### config.mk
export PLATFORM = sky130hd
export DESIGN_NAME = sample_event_unit
export DESIGN_NICKNAME = d
export VERILOG_FILES = /design/src/rtl/seu_pkg.sv /design/src/rtl/seu_strobe_gen.sv /design/src/rtl/seu_sampler.sv /design/src/rtl/seu_stamp.sv /design/src/rtl/sample_event_unit.sv
export SDC_FILE = /design/constraint.sdc
export NUM_CORES = 1
export LEC_CHECK = 0
export CORE_ASPECT_RATIO = 0.5
export CORE_MARGIN = 3
export CORE_UTILIZATION = 35
export DETAILED_ROUTE_END_ITERATION = 7
export SLEW_MARGIN = 20
export SYNTH_ARGS = -nofsm -noshare
export SYNTH_HDL_FRONTEND = slang
export SYNTH_SLANG_ARGS = --single-unit
### constraint.sdc
create_clock -name clk -period 4.2 [get_ports clk]
set_clock_uncertainty 0.1 [all_clocks]
set_input_delay 0.63 -clock clk [delete_from_list [all_inputs] [get_ports clk]]
set_output_delay 0.63 -clock clk [all_outputs]
set_load 0.02 [all_outputs]
### src/rtl/seu_pkg.sv
package seu_pkg;

    typedef enum logic {
        EDGE_FALL = 1'b0,
        EDGE_RISE = 1'b1
    } edge_kind_t;

    // True when the watched bit moved in the requested direction
    function automatic logic edge_hit(logic prev, logic cur, edge_kind_t kind);
        return (kind == EDGE_RISE) ? (!prev && cur) : (prev && !cur);
    endfunction

endpackage

### src/rtl/seu_strobe_gen.sv
module seu_strobe_gen #(
    parameter int DIV_W = 16
) (
    input  logic             clk,
    input  logic             rst_n,
    input  logic             en_i,
    input  logic [DIV_W-1:0] div_i,
    output logic             strobe_o
);

    typedef struct packed {
        logic [DIV_W-1:0] cnt;
    } gen_state_t;

    gen_state_t s_d, s_q;
    logic       fire;

    always_comb begin
        fire = en_i && ((div_i <= DIV_W'(1)) || (s_q.cnt >= div_i - DIV_W'(1)));
        s_d  = s_q;
        if (!en_i || fire) begin
            s_d.cnt = '0;
        end else begin
            s_d.cnt = s_q.cnt + DIV_W'(1);
        end
    end

    always_ff @(posedge clk or negedge rst_n) begin
        if (!rst_n) begin
            s_q <= '0;
        end else begin
            s_q <= s_d;
        end
    end

    assign strobe_o = fire;

    // with a steady divisor above one, strobes never come back to back
    p_single_pulse_r1: assert property (@(posedge clk) disable iff (!rst_n)
        (strobe_o && div_i > DIV_W'(1)) |=> (!strobe_o || !$stable(div_i)));

    // no strobe while capture is off
    p_no_strobe_idle_r9: assert property (@(posedge clk) disable iff (!rst_n)
        !en_i |-> !strobe_o);

endmodule

### src/rtl/seu_sampler.sv
module seu_sampler
    import seu_pkg::*;
#(
    parameter int NCH   = 8,
    parameter int SEL_W = (NCH > 1) ? $clog2(NCH) : 1
) (
    input  logic             clk,
    input  logic             rst_n,
    input  logic             en_i,
    input  logic             strobe_i,
    input  logic [NCH-1:0]   din_i,
    input  logic [SEL_W-1:0] sel_i,
    input  logic             edge_i,
    output logic             chg_o,
    output logic [NCH-1:0]   sample_o,
    output logic             event_o,
    output logic             trig_o
);

    typedef struct packed {
        logic [NCH-1:0] smp;
        logic           valid;
        logic           trig;
        logic           evt;
    } smp_state_t;

    smp_state_t s_d, s_q;
    logic       take;
    logic       chg;
    logic       hit;

    always_comb begin
        take = en_i && strobe_i;
        chg  = take && s_q.valid && (din_i != s_q.smp);
        hit  = take && s_q.valid &&
               edge_hit(s_q.smp[sel_i], din_i[sel_i], edge_kind_t'(edge_i));
        s_d  = s_q;
        if (!en_i) begin
            s_d = '0;
        end else begin
            s_d.evt  = chg;
            s_d.trig = s_q.trig || hit;
            if (take) begin
                s_d.smp   = din_i;
                s_d.valid = 1'b1;
            end
        end
    end

    always_ff @(posedge clk or negedge rst_n) begin
        if (!rst_n) begin
            s_q <= '0;
        end else begin
            s_q <= s_d;
        end
    end

    assign chg_o    = chg;
    assign sample_o = s_q.smp;
    assign event_o  = s_q.evt;
    assign trig_o   = s_q.trig;

    // without a strobe the captured word stays put
    p_hold_sample_r2: assert property (@(posedge clk) disable iff (!rst_n)
        (en_i && !strobe_i) |=> $stable(sample_o));

    // an event always marks a word different from the one before it
    p_event_differs_r3: assert property (@(posedge clk) disable iff (!rst_n)
        event_o |-> (sample_o != $past(sample_o)));

    // the trigger flag is sticky while enabled
    p_trig_sticky_r5: assert property (@(posedge clk) disable iff (!rst_n)
        (trig_o && en_i) |=> trig_o);

endmodule

### src/rtl/seu_stamp.sv
module seu_stamp #(
    parameter int TS_W = 8
) (
    input  logic            clk,
    input  logic            rst_n,
    input  logic            en_i,
    input  logic            strobe_i,
    input  logic            chg_i,
    output logic [TS_W-1:0] stamp_o,
    output logic            ovf_o
);

    localparam logic [TS_W-1:0] TS_MAX = '1;
    localparam logic [TS_W-1:0] TS_ONE = TS_W'(1);

    typedef struct packed {
        logic [TS_W-1:0] ts;
        logic            ovf;
    } ts_state_t;

    ts_state_t s_d, s_q;

    always_comb begin
        s_d     = s_q;
        s_d.ovf = 1'b0;
        if (!en_i) begin
            s_d.ts = TS_ONE;
        end else if (strobe_i) begin
            if (chg_i) begin
                s_d.ts = TS_ONE;
            end else if (s_q.ts == TS_MAX) begin
                s_d.ts  = TS_ONE;
                s_d.ovf = 1'b1;
            end else begin
                s_d.ts = s_q.ts + TS_ONE;
            end
        end
    end

    always_ff @(posedge clk or negedge rst_n) begin
        if (!rst_n) begin
            s_q.ts  <= TS_ONE;
            s_q.ovf <= 1'b0;
        end else begin
            s_q <= s_d;
        end
    end

    assign stamp_o = s_q.ts;
    assign ovf_o   = s_q.ovf;

    // the timestamp never reads zero
    p_stamp_nonzero_r8: assert property (@(posedge clk) disable iff (!rst_n)
        stamp_o != '0);

    // a detected change restarts the count at one
    p_change_restart_r7: assert property (@(posedge clk) disable iff (!rst_n)
        chg_i |=> (stamp_o == TS_ONE));

    // a wrap pulse follows a full count and leaves one behind
    p_wrap_r8: assert property (@(posedge clk) disable iff (!rst_n)
        ovf_o |-> (stamp_o == TS_ONE && $past(stamp_o) == TS_MAX));

endmodule

### src/rtl/sample_event_unit.sv
module sample_event_unit #(
    parameter int NCH   = 8,
    parameter int DIV_W = 16,
    parameter int TS_W  = 8,
    parameter int SEL_W = (NCH > 1) ? $clog2(NCH) : 1
) (
    input  logic             clk,
    input  logic             rst_n,
    input  logic             en_i,
    input  logic [DIV_W-1:0] div_i,
    input  logic [SEL_W-1:0] sel_i,
    input  logic             edge_i,
    input  logic [NCH-1:0]   din_i,
    output logic             strobe_o,
    output logic             event_o,
    output logic             ovf_o,
    output logic [TS_W-1:0]  stamp_o,
    output logic [NCH-1:0]   sample_o,
    output logic             trig_o
);

    logic strobe;
    logic chg;

    seu_strobe_gen #(
        .DIV_W (DIV_W)
    ) i_gen (
        .clk      (clk),
        .rst_n    (rst_n),
        .en_i     (en_i),
        .div_i    (div_i),
        .strobe_o (strobe)
    );

    seu_sampler #(
        .NCH   (NCH),
        .SEL_W (SEL_W)
    ) i_smp (
        .clk      (clk),
        .rst_n    (rst_n),
        .en_i     (en_i),
        .strobe_i (strobe),
        .din_i    (din_i),
        .sel_i    (sel_i),
        .edge_i   (edge_i),
        .chg_o    (chg),
        .sample_o (sample_o),
        .event_o  (event_o),
        .trig_o   (trig_o)
    );

    seu_stamp #(
        .TS_W (TS_W)
    ) i_ts (
        .clk      (clk),
        .rst_n    (rst_n),
        .en_i     (en_i),
        .strobe_i (strobe),
        .chg_i    (chg),
        .stamp_o  (stamp_o),
        .ovf_o    (ovf_o)
    );

    assign strobe_o = strobe;

    // one disabled edge returns every output to idle
    p_idle_clear_r9: assert property (@(posedge clk) disable iff (!rst_n)
        !en_i |=> (stamp_o == TS_W'(1) && !trig_o && !event_o && !ovf_o && sample_o == '0));

    // an event pulse only follows a strobe cycle
    p_event_after_strobe_r3: assert property (@(posedge clk) disable iff (!rst_n)
        !strobe_o |=> !event_o);

endmodule

Yosys cells after proc, flatten, opt, wreduce, memory -nomap -nowiden
Index checks and enable logic that the tools add are counted.
{"block": "totals", "ff_bits": 36, "input_bits": 31, "output_inout_bits": 20, "wordCells": 45}
{"block": "classes", "addsub": 3, "magnitude_cmp": 3, "n_eq_ne": 4, "n_mux": 15, "n_reduce_logical": 13}
{"op": "two-way mux 8 bit", "n": 3}
{"op": "two-way mux 9 bit", "n": 2}
{"op": "adder 16 x 1 -> 16 bit, second input constant", "n": 1}
{"op": "greater-or-equal comparator 16 bit", "n": 1}
{"op": "<= comparator 16 x 1 -> 1 bit, second input constant", "n": 1}
{"op": "two-way mux 16 bit", "n": 1}
{"op": "subtractor 16 x 1 -> 16 bit, second input constant", "n": 1}
{"op": "two-way mux 11 bit", "n": 1}
{"op": "adder 8 x 1 -> 8 bit, second input constant", "n": 1}
{"op": "equality test 8 bit, second input constant", "n": 1}
{"op": "inequality test 8 bit", "n": 1}
{"op": "logical AND 1 bit", "n": 7}
{"op": "binary-select mux 1 bit (select 3 bit)", "n": 2}
{"op": "two-way mux 1 bit", "n": 6}
{"op": "less-than comparator 3 x 4 -> 1 bit, second input constant", "n": 1}
{"op": "inequality test 2 x 1 -> 1 bit, second input constant", "n": 2}
{"op": "zero test 1 bit", "n": 3}
{"op": "logical OR 1 bit", "n": 3}

Logic depth before layout (Yosys ltp)
Gate-level depths: netlist of run 1.
{"block": "logic_depth", "ltp_word": 10, "mapped_depth": 16}

Hierarchy
Synthesis of run 1 repeated with hierarchy kept, for this count alone.
{"block": "hier_totals", "hier_cells": 269, "area_unflattened_um2": 2670.1}
{"mod": "seu_strobe_gen", "n_inst": 1, "cells_each": 158, "area_each_um2": 1418.9, "seq_area_each_um2": 400.4}
{"mod": "seu_sampler", "n_inst": 1, "cells_each": 61, "area_each_um2": 735.7, "seq_area_each_um2": 275.3}
{"mod": "seu_stamp", "n_inst": 1, "cells_each": 50, "area_each_um2": 515.5, "seq_area_each_um2": 226.5}

Worst setup path after synthesis of run 1
No wires, ideal clock.
{"block": "synth_path", "kind": "input to output", "from": "input div_i[0]", "to": "output strobe_o", "arrival_time_ps": 3454, "required_ps": 3470, "path_slack_ps": 16, "cell_stages": 14, "path_cell_list": "inv_1 -> ha_1 -> nand2_2 -> or4_4 -> or4_4 -> nor3_2 -> xnor2_1 -> ha_1 -> a21oi_1 -> nand2_1 -> a221oi_2 -> nand4_4 -> buf_4 -> and2_1"}
{"block": "synth_between", "elab_chain_len": 4, "word_cells_on_any_way": 5, "cone_classes": "add/sub (1); order compare (2); reduce/logical (2)"}
{"element": "start: declaration", "line_no": "sample_event_unit.sv:10", "rtl": "input logic [DIV_W-1:0] div_i,"}
{"element": "subtractor 16 x 1 -> 16 bit", "line_no": "seu_strobe_gen.sv:19", "rtl": "fire = en_i && ((div_i <= DIV_W'(1)) || (s_q.cnt >= div_i - DIV_W'(1)));"}
{"element": "greater-or-equal comparator 16 bit", "line_no": "seu_strobe_gen.sv:19"}
{"element": "logical OR 1 bit *", "line_no": "seu_strobe_gen.sv:19"}
{"element": "logical AND 1 bit *", "line_no": "seu_strobe_gen.sv:19"}
{"element": "end: declaration", "line_no": "sample_event_unit.sv:14", "rtl": "output logic strobe_o,"}
Every way passes the cells marked *; elsewhere a longest branch is shown, timed or not.

Worst setup path after layout of run 1
Ends and elaborated chain as after synthesis.

==> impl.org, run 1 <==
** Synth
- Share of synthesized flip-flops with an asynchronous set or reset :: 1.00
- Synth area leaders :: sky130_fd_sc_hd__dfrtp_1 32%, sky130_fd_sc_hd__ha_1 9.1%, sky130_fd_sc_hd__xnor2_1 7.6%, sky130_fd_sc_hd__nor2_1 4.2%, sky130_fd_sc_hd__xor2_1 3.8%
- Synth top cells by count :: 35 x sky130_fd_sc_hd__dfrtp_1, 31 x sky130_fd_sc_hd__nor2_1, 24 x sky130_fd_sc_hd__xnor2_1, 20 x sky130_fd_sc_hd__ha_1, 16 x sky130_fd_sc_hd__nand3_1
- In this run, distinct cell masters in the synthesized netlist total 53.
- Portion of the post-synthesis area used by sequential elements :: 0.327
- Number of enable-type register cells in the synthesized netlist :: 0
- Fraction of post-synthesis cell area in the top cell type by area :: 0.317
- Count of warnings emitted by yosys :: 0
- sky130_fd_sc_hd__dfrtp_1 is the most common cell in the netlist.
- The cell count after synthesis came out at 282.
- Syn Std Cell Area :: between 2000 and 3000 um^2
- Counting flops and latches in the post-synthesis netlist gives 36.
- Largest area contributor in the synthesized netlist :: sky130_fd_sc_hd__dfrtp_1
- Synthesized area per cell :: 9.80 um^2
- The number of nets in the synthesized netlist is 333.
- Primary flip-flop cell chosen by synthesis mapping :: sky130_fd_sc_hd__dfrtp_1

** GRT
- The first global-routing pass estimated 11.0 mm of wire.
- Global routing usage on met1 :: 0.191
- Initial antenna violation count :: 0
- Met2 Usage GRT :: 0.254
- Global-route total usage across every layer :: 0.150
- The layer flagged by global routing as most heavily used is met2.
- Vias in the first global route :: 2317
- Entering global routing, the biggest net connects 37 pins.
- Summed over all layers, the global routing overflow is 0.
- Met3 layer usage reported by global route :: 0.0391

** Die
- During I/O placement, the number of pins put on the boundary was 51.
- Placeable core area :: 7490 um^2
- The initial utilization of the core area, before any placement, comes to 0.369.
- Horiz. Die Dim :: 132 um
- Measured along the y axis, the die boundary spans just under 70 um.
- The die covers a little over 9000 um^2.
- Placement Rows :: 22

** Critical path
- Largest fanout of any net on the critical path :: 2
- The critical path starts at div_i[0].
- The endpoint identified for the worst register-to-register timing path is i_gen.s_q[4].
- Capture point of the worst path :: strobe_o
- Register-to-register path setup slack :: 1.44 ns
- Type of the worst setup path :: primary input to output port
- Measured in cells, the most critical reg-to-reg path has a length of 11.
- The worst setup path is captured at an output port.
- Arrival time of data at the critical path endpoint :: 3.35 ns
- Launch point of the worst reg-to-reg path :: i_gen.s_q[0]
- Critical Path Start Type :: primary input
- Worst Path Required :: between 3 and 4 ns

** Placed design
- Number of buffers added on ports :: 50
- Detail Placement HPWL :: 4.79 mm
- The congestion estimate from routability-driven global placement came to 0.840.
- OpenSTA, run right after detailed placement, puts the worst setup slack at -0.770 ns.

** Clock tree
- Clock tree buffer depth :: 2
- H-tree level count :: 2
- Clock latency reported for the late side of the worst-skew pair :: 0.28 ns
- Clock sink total :: 36
- The tree is rooted in a sky130_fd_sc_hd__clkbuf_16.
- Number of CTS-inserted buffers :: 5
- TritonCTS built the clock tree.
- CTS clk-pin slew, worst paths :: 0.05 ns
- Hold-fix buffers at CTS :: 0

** Drt
- Number of nets still failing antenna checks after routing :: 0
- Number of design-rule violations left by the first detailed-router iteration :: between 80 and 90
- Overall via count from detail_route :: approximately 2.3k
- The routed design has 6.54 mm of wire.
- Using the TritonRoute via totals, the vias-per-cell ratio works out to 4.77.
- In the final routed layout, each cell accounts on average for 13.8 um.
- In the routed design, unresolved DRC markers number 0.
- For this run, the detailed router's first-pass iteration total came to 4.

** Pwr
- The analysis attributes to cell leakage a power of 1.63 nW.
- In this run the power density over the cells is around 230 nW/um^2.
- After layout, the design draws a total of 0.873 mW.
- Worst vdd rail ir drop :: 149 uV

** STA
- The worst path in the final design needs a cycle of 4.08 ns, including I/O delays and setup.
- Final critical-path share of the clock period :: 0.971
- Hold Violations, Final :: 0
- Setup violations remaining at the end of the flow were counted as 0.
- Final-layout worst hold slack :: 0.428 ns
- The final max-slew violation count came to 0.
- Slew HR :: 0.353
- Post-route setup TNS :: 0 ns
- Transition time of the tightest slew-check pin :: 0.966 ns
- For this run, the top clock speed supported by timing is 0.245 GHz.
- Across all setup checks in the final design, the least slack found is 0.122 ns.
- Setup repair after global routing could not meet its margin everywhere.

** Layout
- The final layout contains 416 nets.
- Compared with the post-synthesis result, the final layout area differs by 38.8%.
- Summing all multi-input logic gate instances after layout gives between 1500 and 2000 um^2.
- Area occupied by registers :: 902 um^2
- 0 antenna diodes ended up in the layout.
- Proportion of layout cells with a drive suffix above 1 :: 0.254
- Fill cells in the final layout number about 690.

** Worst hold path
- The min-delay analysis places its worst path in the category flip-flop to flip-flop.

** Run
- The tool flagged a number of max-cap violations equal to 0.

** Outcome
- The flow ran to the end, and the final reports show no timing, DRC or antenna violations.
## layout by cell type (no fill, tap or decap), types with 2 or more instances in the layout
| cell | instances |
|---|---|
| sky130_fd_sc_hd__a21boi_0 | 2 |
| sky130_fd_sc_hd__a21o_1 | 2 |
| sky130_fd_sc_hd__a21oi_1 | 6 |
| sky130_fd_sc_hd__a31oi_1 | 3 |
| sky130_fd_sc_hd__and3_1 | 8 |
| sky130_fd_sc_hd__and3b_1 | 2 |
| sky130_fd_sc_hd__buf_2 | 2 |
| sky130_fd_sc_hd__buf_4 | 39 |
| sky130_fd_sc_hd__buf_6 | 3 |
| sky130_fd_sc_hd__clkbuf_1 | 2 |
| sky130_fd_sc_hd__clkbuf_16 | 5 |
| sky130_fd_sc_hd__clkdlybuf4s15_1 | 2 |
| sky130_fd_sc_hd__clkdlybuf4s50_1 | 39 |
| sky130_fd_sc_hd__dfrtp_1 | 35 |
| sky130_fd_sc_hd__dlymetal6s2s_1 | 3 |
| sky130_fd_sc_hd__ha_1 | 19 |
| sky130_fd_sc_hd__inv_1 | 6 |
| sky130_fd_sc_hd__inv_4 | 2 |
| sky130_fd_sc_hd__mux2i_1 | 10 |
| sky130_fd_sc_hd__mux4_2 | 4 |
| sky130_fd_sc_hd__nand2_1 | 14 |
| sky130_fd_sc_hd__nand3_1 | 15 |
| sky130_fd_sc_hd__nand3b_1 | 2 |
| sky130_fd_sc_hd__nand4_1 | 10 |
| sky130_fd_sc_hd__nor2_1 | 30 |
| sky130_fd_sc_hd__nor2_2 | 4 |
| sky130_fd_sc_hd__nor2_4 | 8 |
| sky130_fd_sc_hd__nor3_1 | 8 |
| sky130_fd_sc_hd__o21a_1 | 2 |
| sky130_fd_sc_hd__o21ai_0 | 2 |
| sky130_fd_sc_hd__o41ai_2 | 2 |
| sky130_fd_sc_hd__or2_1 | 3 |
| sky130_fd_sc_hd__or4_4 | 2 |
| sky130_fd_sc_hd__xnor2_1 | 24 |
| sky130_fd_sc_hd__xor2_1 | 11 |
## cell families (layout without fill, tap and decap cells)
kind of cell / Yosys count / after routing / synth area share
DFF: 36 / 36 / 0.327
buffers and inverters: 23 / 107 / 0.0548
muxes: 14 / 14 / 0.0688
AOI/OAI and AO/OA: 26 / 26 / 0.0720
xor gates and xnor gates: 36 / 36 / 0.114
and+or+nand+nor: 127 / 127 / 0.273
adders and majority gates: 20 / 20 / 0.0906
## layer usage
| layer | vias to the layer above | share of wire | wire (um) |
|---|---|---|---|
| met5 | - | 0 | 0 |
| met1 | 1050 | 0.48 | 3140 |
| met4 | 0 | 0.023 | 148 |
| met2 | 42 | 0.46 | 2980 |
| met3 | 11 | 0.042 | 277 |
| li1 | 1158 | - | - |
## report_power, final
| part | internal (mW) | switching [mW] |
|---|---|---|
| registers | 0.351 | 0.00690 |
| clock network | 0.236 | 0.133 |
| logic | 0.0790 | 0.0662 |
## metrics by stage
step	instances	util	area [um^2]
global route	474	0.512	3830
floorplan	282	-	2760
detailed placement	457	0.471	3530
global placement	457	0.471	3530
CTS	471	0.499	3740
finish	474	0.512	3830
## how the worst min path moves through the flow
stage                       from            to  slack [ns]  depth (start not counted)
global placement    i_smp.trig_o  i_smp.trig_o        0.40                          2
detailed placement  i_smp.trig_o  i_smp.trig_o        0.42                          2
CTS                 i_smp.trig_o  i_smp.trig_o        0.43                          2
finish              i_smp.trig_o  i_smp.trig_o        0.43                          2
floorplan                  rst_n  i_gen.s_q[0]        0.23                          0
global route        i_smp.trig_o  i_smp.trig_o        0.43                          2
## registers in the layout, summed over array words and instances, names as in the netlist
| signal | cells |
|---|---|
| i_smp.trig_o | 1 |
| i_ts.ovf_o | 1 |
| i_gen.s_q | 16 |
| i_ts.stamp_o | 8 |
| i_smp.s_q | 1 |
| i_smp.sample_o | 8 |
| i_smp.event_o | 1 |
## final cells by class
type                    instances  area share
flip-flops and latches         36       0.235
clock buffers                   8      0.0382
multi-input cells             223       0.466
well taps                     108      0.0352
repair buffers                 91       0.216
inverters                       8     0.00914
## timing repair
action | in CTS | in global routing
setup buffers | 6 | 3
resized for setup | 35 | 17
setup endpoints to repair | 17 | 20
pin swaps | 13 | 14
## critical path: stages
cell and delay [ns]:
sky130_fd_sc_hd__buf_8 0.10, sky130_fd_sc_hd__inv_4 0.05, sky130_fd_sc_hd__ha_4 0.15, sky130_fd_sc_hd__nand2_4 0.05, sky130_fd_sc_hd__or4_4 0.42, sky130_fd_sc_hd__or4_4 0.47
sky130_fd_sc_hd__buf_6 0.14, sky130_fd_sc_hd__xor2_2 0.14, sky130_fd_sc_hd__ha_1 0.28, sky130_fd_sc_hd__nand4_1 0.11, sky130_fd_sc_hd__nor2_2 0.06, sky130_fd_sc_hd__a221oi_4 0.31
sky130_fd_sc_hd__nand4_4 0.15, sky130_fd_sc_hd__and2_4 0.16, sky130_fd_sc_hd__buf_6 0.12
Note: power is estimated with default switching activity, not from simulation.
==> inputs of run 2 (changes only) <==
--- a/config.mk
+++ b/config.mk
@@ -5,7 +5,6 @@
 export SDC_FILE = /design/constraint.sdc
 export NUM_CORES = 1
 export LEC_CHECK = 0
-export CORE_ASPECT_RATIO = 0.5
 export CORE_MARGIN = 3
 export CORE_UTILIZATION = 35
 export DETAILED_ROUTE_END_ITERATION = 7
==> run 2 against run 1 <==
- worst hold slack worse by 0.10 ns
- die area down 0.71%
- first-iteration DRC count down 31%
- flip-flop and latch count unchanged
- cell area up 0.78%
- combinational power up 5%
- register-to-register slack better by 0.13 ns
- final cell count down 0.63%
- fmax down 1.2%
- routed wire length down 0.58%
- non-clock buffer count up 6
- clock power down 29%
==> impl.org, run 2 (synthesized netlist as in run 1, its figures left out) <==
** Drt
- The total wirelength of the detailed-routed design is 6.50 mm (-0.58%).
- Number of design-rule violations left by the first detailed-router iteration :: 59 (-31%)
- The residual DRC count came to 0 (unchanged).
- The number of antenna-violating nets in the routed design was 0 (unchanged).
- Routed vias/inst :: 5.02 (+5.2%)
- The number of vias after detailed routing is 2364 (+4.6%).
- The routed wirelength normalized by instance count was 13.8 um (about the same).
- The count of TritonRoute iterations in the first routing pass is 4 (unchanged).

** Layout
- Most common library cell in the layout ignoring fill and taps :: sky130_fd_sc_hd__buf_4
- The utilization after layout is 0.519 (+0.00679).
- The register with the most flip-flops in the final layout is i_gen.s_q.
- Proportion of layout cells with a drive suffix above 1 :: 0.290 (+0.0362)
- The number of flip-flops in the largest register came to 16 (unchanged).
- Area used by multi-input combinational logic :: 1840 um^2 (+2.7%)
- Number of non-filler instances in the completed layout :: 471 (-0.63%)
- The post-route cell area is 3860 um^2 (+0.78%).
- Area occupied by registers :: 902 um^2 (unchanged)
- Area grow syn2layout :: 39.9%
- The count of nets after finishing is 422 (+1.4%).
- The number of antenna cells inserted came to 0 (unchanged).
- Filler cell count :: 704 (+2.3%)
- Commonest non-fill, non-tap cells in the layout :: 45 x sky130_fd_sc_hd__buf_4, 38 x sky130_fd_sc_hd__clkdlybuf4s50_1, 35 x sky130_fd_sc_hd__dfrtp_1

** Clock tree
- TritonCTS clock tree :: built
- H-tree level count :: 2 (unchanged)
- Clock latency reported for the late side of the worst-skew pair :: 0.29 ns (about the same)
- CTS root buf :: sky130_fd_sc_hd__clkbuf_8
- The number of clock buffers inserted by TritonCTS is 5 (unchanged).
- The sink count of the clock tree was 36 (unchanged).
- The count of hold-fix buffers inserted at cts was 0 (unchanged).
- The clock edge transition at the registers on the reported setup and hold paths was 0.07 ns (+0.02 ns).
- Clock tree buffer depth :: 2 (unchanged)

** Pwr
- Sequential group share of total power :: 0.464 (+0.054)
- The static leakage was 1.65 nW (+1.5%).
- The net load switching power is 0.203 mW (-1.4%).
- The share of total power consumed by net switching came to 0.264 (+0.0277).
- Worst vdd rail ir drop :: 123 uV (-17%)
- The portion of total power attributed to combinational logic is 0.197 (+0.031).
- The cell-internal power came to 0.567 mW (-15%).
- The cell area power density is 199 nW/um^2 (-12%).
- The total power draw was 0.771 mW (-12%).
- Clk network pwr share :: 0.339 (-0.084)

** STA
- Crit path time final :: 4.13 ns (+0.0506 ns)
- Final critical-path share of the clock period :: 0.983 (+0.0121)
- Setup repair after global routing could not meet its margin everywhere.
- Final setup vio count :: 0 (unchanged)
- Final-layout worst hold slack :: 0.329 ns (-0.0997 ns)
- The maximum clock frequency is 0.242 GHz (-1.2%).
- The total negative setup slack came to 0 ns (unchanged).
- The minimum setup slack in the final design is 0.0711 ns (-0.0506 ns).
- The number of failing hold endpoints at the final stage was 0 (unchanged).
- Final Max Tran Viols :: 0 (unchanged)
- Transition time of the tightest slew-check pin :: 0.925 ns (-0.0412 ns)
- Slew HR :: 0.380 (+0.0276)

** Placed design
- The count of buffers inserted at the top-level ports is 50 (unchanged).
- Cell total after placement :: 450 (-1.5%)
- The worst slack at placement came to -0.796 ns (-0.0261 ns).
- Final RePlAce weighted congestion :: 0.757 (-9.9%)
- The half-perimeter wire length of the detailed placement result came to 4.67 mm (-2.6%).
- Post-Place Cell Area :: 3530 um^2 (about the same)

** Critical path
- Largest fanout of any net on the critical path :: 3 (+1)
- Critical Path Start Type :: primary input
- Worst Path Required :: 3.47 ns (about the same)
- Element type at the critical path end :: output port
- Arrival time of data at the critical path endpoint :: 3.40 ns (+0.05 ns)
- Type of the worst setup path :: primary input to output port

** GRT
- Grt ovf :: 0 (unchanged)
- The met1 global-route usage came to 0.197 (+0.00653).
- The number of antenna violations at the first check in global routing came to 0 (unchanged).
- Peak-usage layer in the global routing report :: met2
- The global routing met3 resource utilization was 0.0303 (-0.00885).
- Maximum number of pins on one net before global-route repair :: 37 (unchanged)
- Vias in the first global route :: 2404 (+3.8%)
- Met2 Usage GRT :: 0.250 (-0.00493)
- The aggregate global-route resource usage was 0.150 (about the same).
- Global-route wire length before repair :: 10.8 mm (-1.8%)

** Die
- Placeable core area :: 7450 um^2 (-0.53%)
- Area enclosed by the die boundary :: 9000 um^2 (-0.71%)
- The number of top-level design ports was 51 (unchanged).
- The die span in y came to 94.8 um (+38%).
- The number of placement rows was 31 (+41%).
- The floorplan die width came to 94.8 um (-28%).
- Initial Util :: 0.371 (+0.00198)

** Worst hold path
- The worst hold path belongs to the class primary input to asynchronous set/reset pin.

** Run
- The number of maximum-capacitance constraint violations came to 0 (unchanged).

** Outcome
- Run status :: finished clean
[run 2: cell count changes in the layout (fill, tap and decap cells not counted), moves of 2 or more]
| cell | before | now |
|---|---|---|
| sky130_fd_sc_hd__buf_4 | 39 | 45 |
| sky130_fd_sc_hd__clkbuf_16 | 5 | 0 |
| sky130_fd_sc_hd__clkbuf_8 | 1 | 6 |
| sky130_fd_sc_hd__nor2_1 | 30 | 28 |
| sky130_fd_sc_hd__xnor2_1 | 24 | 22 |
| sky130_fd_sc_hd__xnor2_2 | 0 | 2 |
[run 2: metal layers]
metal | part of all wire | wire [um]
met1 | 0.44 | 2870
met4 | 0.018 | 119
met3 | 0.029 | 189
met2 | 0.51 | 3330
met5 | 0 | 0
[run 2: worst paths after layout]
| path | depth (start not counted) | slack, ns | start | to |
|---|---|---|---|---|
| setup / recovery | 15 | 0.07 | div_i[0] | strobe_o |
| hold / removal | 1 | 0.33 | rst_n | i_gen.s_q[14] |
| setup reg to reg | 10 | 1.57 | i_gen.s_q[0] | i_gen.s_q[15] |
| hold reg to reg | 2 | 0.42 | i_smp.trig_o | i_smp.trig_o |
| max in group asynchronous | 1 | 3.16 | rst_n | i_ts.stamp_o[2] |
| min in group clk | 2 | 0.42 | i_smp.trig_o | i_smp.trig_o |
[run 2: power groups by stage]
| stage | logic, mW | clock network (mW) | registers, mW |
|---|---|---|---|
| floorplan | 0.0612 | 0 | 0.364 |
| global placement | 0.136 | 0 | 0.364 |
| detailed placement | 0.137 | 0 | 0.364 |
| CTS | 0.147 | 0.268 | 0.357 |
| global route | 0.168 | 0.281 | 0.358 |
| finish | 0.152 | 0.261 | 0.357 |
[run 2: layout make-up]
cell class	count	share of cell area
multi-input cells	223	0.475
flip-flops and latches	36	0.233
repair buffers	97	0.225
well taps	99	0.0320
clock buffers	7	0.0223
inverters	8	0.00971
clock inverters	1	0.00194
[run 2: worst max-delay path, cell delays in order]
cell,delay (ns)
sky130_fd_sc_hd__buf_8,0.10
sky130_fd_sc_hd__inv_6,0.05
sky130_fd_sc_hd__ha_4,0.14
sky130_fd_sc_hd__nand2_4,0.05
sky130_fd_sc_hd__or4_4,0.42
sky130_fd_sc_hd__or4_4,0.45
sky130_fd_sc_hd__nor3_4,0.13
sky130_fd_sc_hd__xnor2_1,0.15
sky130_fd_sc_hd__ha_1,0.29
sky130_fd_sc_hd__a21oi_2,0.16
sky130_fd_sc_hd__nand2_2,0.08
sky130_fd_sc_hd__a221oi_4,0.29
sky130_fd_sc_hd__nand4_4,0.14
sky130_fd_sc_hd__and2_4,0.18
sky130_fd_sc_hd__buf_6,0.12
[run 2: repair_timing]
action | in CTS | in global routing
resized for setup | 36 | 27
buffers inserted | 15 | 1
gates cloned | 0 | 0
setup endpoints to repair | 17 | 14
pin swaps | 12 | 29
==> inputs of run 3 (changes only) <==
--- a/config.mk
+++ b/config.mk
@@ -8,6 +8,7 @@
 export CORE_MARGIN = 3
 export CORE_UTILIZATION = 35
 export DETAILED_ROUTE_END_ITERATION = 7
+export MAX_ROUTING_LAYER = met4
 export SLEW_MARGIN = 20
 export SYNTH_ARGS = -nofsm -noshare
 export SYNTH_HDL_FRONTEND = slang
==> run 3 against run 2 <==
- worst hold slack worse by 0.0037 ns
- final cell count unchanged
- fmax hardly changed
- sequential power about the same
- largest cell class unchanged
==> impl.org, run 3 (synthesized netlist as in run 1, its figures left out) <==
** STA
- Final Max Tran Viols :: 0 (unchanged)
- Transition time of the tightest slew-check pin :: 0.919 ns (-0.00597 ns)
- Crit path time final :: 4.12 ns (-0.00397 ns)
- The total negative setup slack came to 0 ns (unchanged).
- Max Freq :: 0.242 GHz (about the same)
- Setup repair after global routing could not meet its margin everywhere.
- Final-layout worst hold slack :: 0.325 ns (-0.00365 ns)
- Final setup vio count :: 0 (unchanged)
- Hold Violations, Final :: 0 (unchanged)
- Slew HR :: 0.384 (+0.00400)
- The portion of the clock cycle consumed by the worst path in the final layout is 0.982 (about the same).

** Die
- Vertical die dimension :: 94.8 um (unchanged)
- Top-level I/O count :: 51 (unchanged)
- Placeable core area :: 7450 um^2 (unchanged)
- The effective utilization at floorplan was 0.371 (unchanged).
- Placement Rows :: 31 (unchanged)
- Horiz. Die Dim :: 94.8 um (unchanged)
- Area enclosed by the die boundary :: 9000 um^2 (unchanged)

** Layout
- Leaving out fill and tap cells, the most frequent cell in the layout is sky130_fd_sc_hd__buf_4.
- Core Util, Final :: 0.519 (unchanged)
- Commonest non-fill, non-tap cells in the layout :: 45 x sky130_fd_sc_hd__buf_4, 38 x sky130_fd_sc_hd__clkdlybuf4s50_1, 35 x sky130_fd_sc_hd__dfrtp_1
- Area grow syn2layout :: 39.9% (unchanged)
- The number of flip-flops in the largest register was 16 (unchanged).
- The count of nets after finishing came to 422 (unchanged).
- Largest register by flop count :: i_gen.s_q
- Area of all placed cells without fillers :: 3860 um^2 (unchanged)
- Inserted Diodes :: 0 (unchanged)
- Proportion of layout cells with a drive suffix above 1 :: 0.290 (unchanged)

** Critical path
- Worst Path Required :: 3.47 ns (about the same)
- Max stage delay cell, worst path :: sky130_fd_sc_hd__or4_4
- Traced cell by cell, the critical path runs through buf_8 -> inv_6 -> ha_4 -> nand2_4 -> or4_4 -> or4_4 -> nor3_4 -> xnor2_1 -> ha_1 -> a21oi_2 -> nand2_2 -> a221oi_4 -> nand4_4 -> and2_4 -> buf_6.
- STA classifies the critical path endpoint as an output port.
- The worst path arrival time is 3.39 ns (about the same).
- The worst setup path is launched from a primary input.
- The critical path is of the primary input to output port type.
- Dominant cell type by count on the critical path :: sky130_fd_sc_hd__or4_4
- The maximum fanout along the worst path came to 3 (unchanged).
- The peak per-stage delay on the critical path was 0.45 ns (about the same).

** Clock tree
- The count of hold-fix buffers inserted at cts came to 0 (unchanged).
- Clock latency reported for the late side of the worst-skew pair :: 0.29 ns (about the same)
- The sink count of the clock tree came to 36 (unchanged).
- The number of clock buffers inserted by TritonCTS is 5 (unchanged).
- The buffer depth of the longest clock path came to 2 (unchanged).
- The H-tree level count came to 2 (unchanged).
- CTS clk-pin slew, worst paths :: 0.07 ns (about the same)
- CTS root buf :: sky130_fd_sc_hd__clkbuf_8
- TritonCTS clock tree :: built

** Drt
- First drt pass iteration count :: 4 (unchanged)
- The residual DRC count was 0 (unchanged).
- The total wirelength of the detailed-routed design was 6.52 mm (+0.22%).
- The number of vias after detailed routing was 2360 (-0.17%).
- Number of design-rule violations left by the first detailed-router iteration :: 55 (-6.8%)
- The number of antenna-violating nets in the routed design is 0 (unchanged).
- Routed vias/inst :: 5.01 (-0.17%)
- The routed wirelength normalized by instance count is 13.8 um (+0.22%).

** Worst hold path
- The path class of the tightest hold or removal check is primary input to asynchronous set/reset pin.

** GRT
- The number of antenna violations at the first check in global routing came to 0 (unchanged).
- Maximum number of pins on one net before global-route repair :: 37 (unchanged)
- Global-route total usage across every layer :: 0.155 (+0.00451)
- Grt ovf :: 0 (unchanged)
- Global-route wire length before repair :: 10.9 mm (about the same)
- The via count of the first global-routing pass was 2401 (-0.12%).

** Placed design
- Number of buffers added on ports :: 50 (unchanged)
- The routability congestion estimate from global placement came to 0.767 (+1.3%).
- The half-perimeter wire length of the detailed placement result is 4.67 mm (unchanged).
- The instance area at placement came to 3530 um^2 (unchanged).

** Pwr
- Reported leakage power :: 1.65 nW (unchanged)
- The largest vdd supply drop came to 124 uV (+0.85%).
- Pwr dens :: 200 nW/um^2 (about the same)

** Run
- Max capacitance violation total :: 0 (unchanged)

** Outcome
- The run finished with clean final reports.
[run 3: power by group]
group          total, mW  internal, mW  switching (mW)
clock network      0.262         0.133           0.129
registers          0.357         0.351         0.00644
logic              0.152        0.0831          0.0687
[run 3: worst max-delay path, delay by kind of cell]
family | cells | cell delay [ns]
fa+ha+maj | 2 | 0.43
buf+inv | 3 | 0.27
xor+xnor | 1 | 0.15
simple gates | 7 | 1.45
compound gates | 2 | 0.45
[run 3: what timing repair did]
item	CTS	global route
buffers inserted	15	1
gates resized for setup	36	27
endpoints found under the setup margin	17	14
pin swaps	12	29
[run 3: stage by stage]
stage / setup slack [ns] / instances / power, mW
CTS: -0.196 / 473 / 0.772
detailed placement: -0.796 / 450 / 0.501
floorplan: 0.0161 / 282 / 0.426
global route: -0.0315 / 471 / 0.807
global placement: -0.699 / 450 / 0.500
finish: 0.0751 / 471 / 0.771
[run 3: cell type report]
cell class,count,area (um^2)
flip-flops and latches,36,902
clock inverters,1,7.51
fillers,704,3580
repair buffers,97,871
multi-input cells,223,1840
clock buffers,7,86.3
inverters,8,37.5
well taps,99,124
[run 3: worst paths after layout]
kind,cells after the start,endpoint,slack (ns),start
worst max register to register,10,i_gen.s_q[15],1.57,i_gen.s_q[0]
worst min-delay path,1,i_gen.s_q[14],0.32,rst_n
max in group asynchronous,1,i_ts.stamp_o[2],3.17,rst_n
worst min register to register,2,i_smp.trig_o,0.42,i_smp.trig_o
worst max-delay path,15,strobe_o,0.08,div_i[0]
min in group clk,2,i_smp.trig_o,0.42,i_smp.trig_o
[run 3: routing by layer]
layer  vias to the layer above  GRT usage  part of all wire
met3                        13     0.0287             0.027
met4                         0     0.0433             0.018
li1                       1175          -                 -
met5                         -          -                 0
met1                      1137      0.199              0.44
met2                        35      0.250              0.51
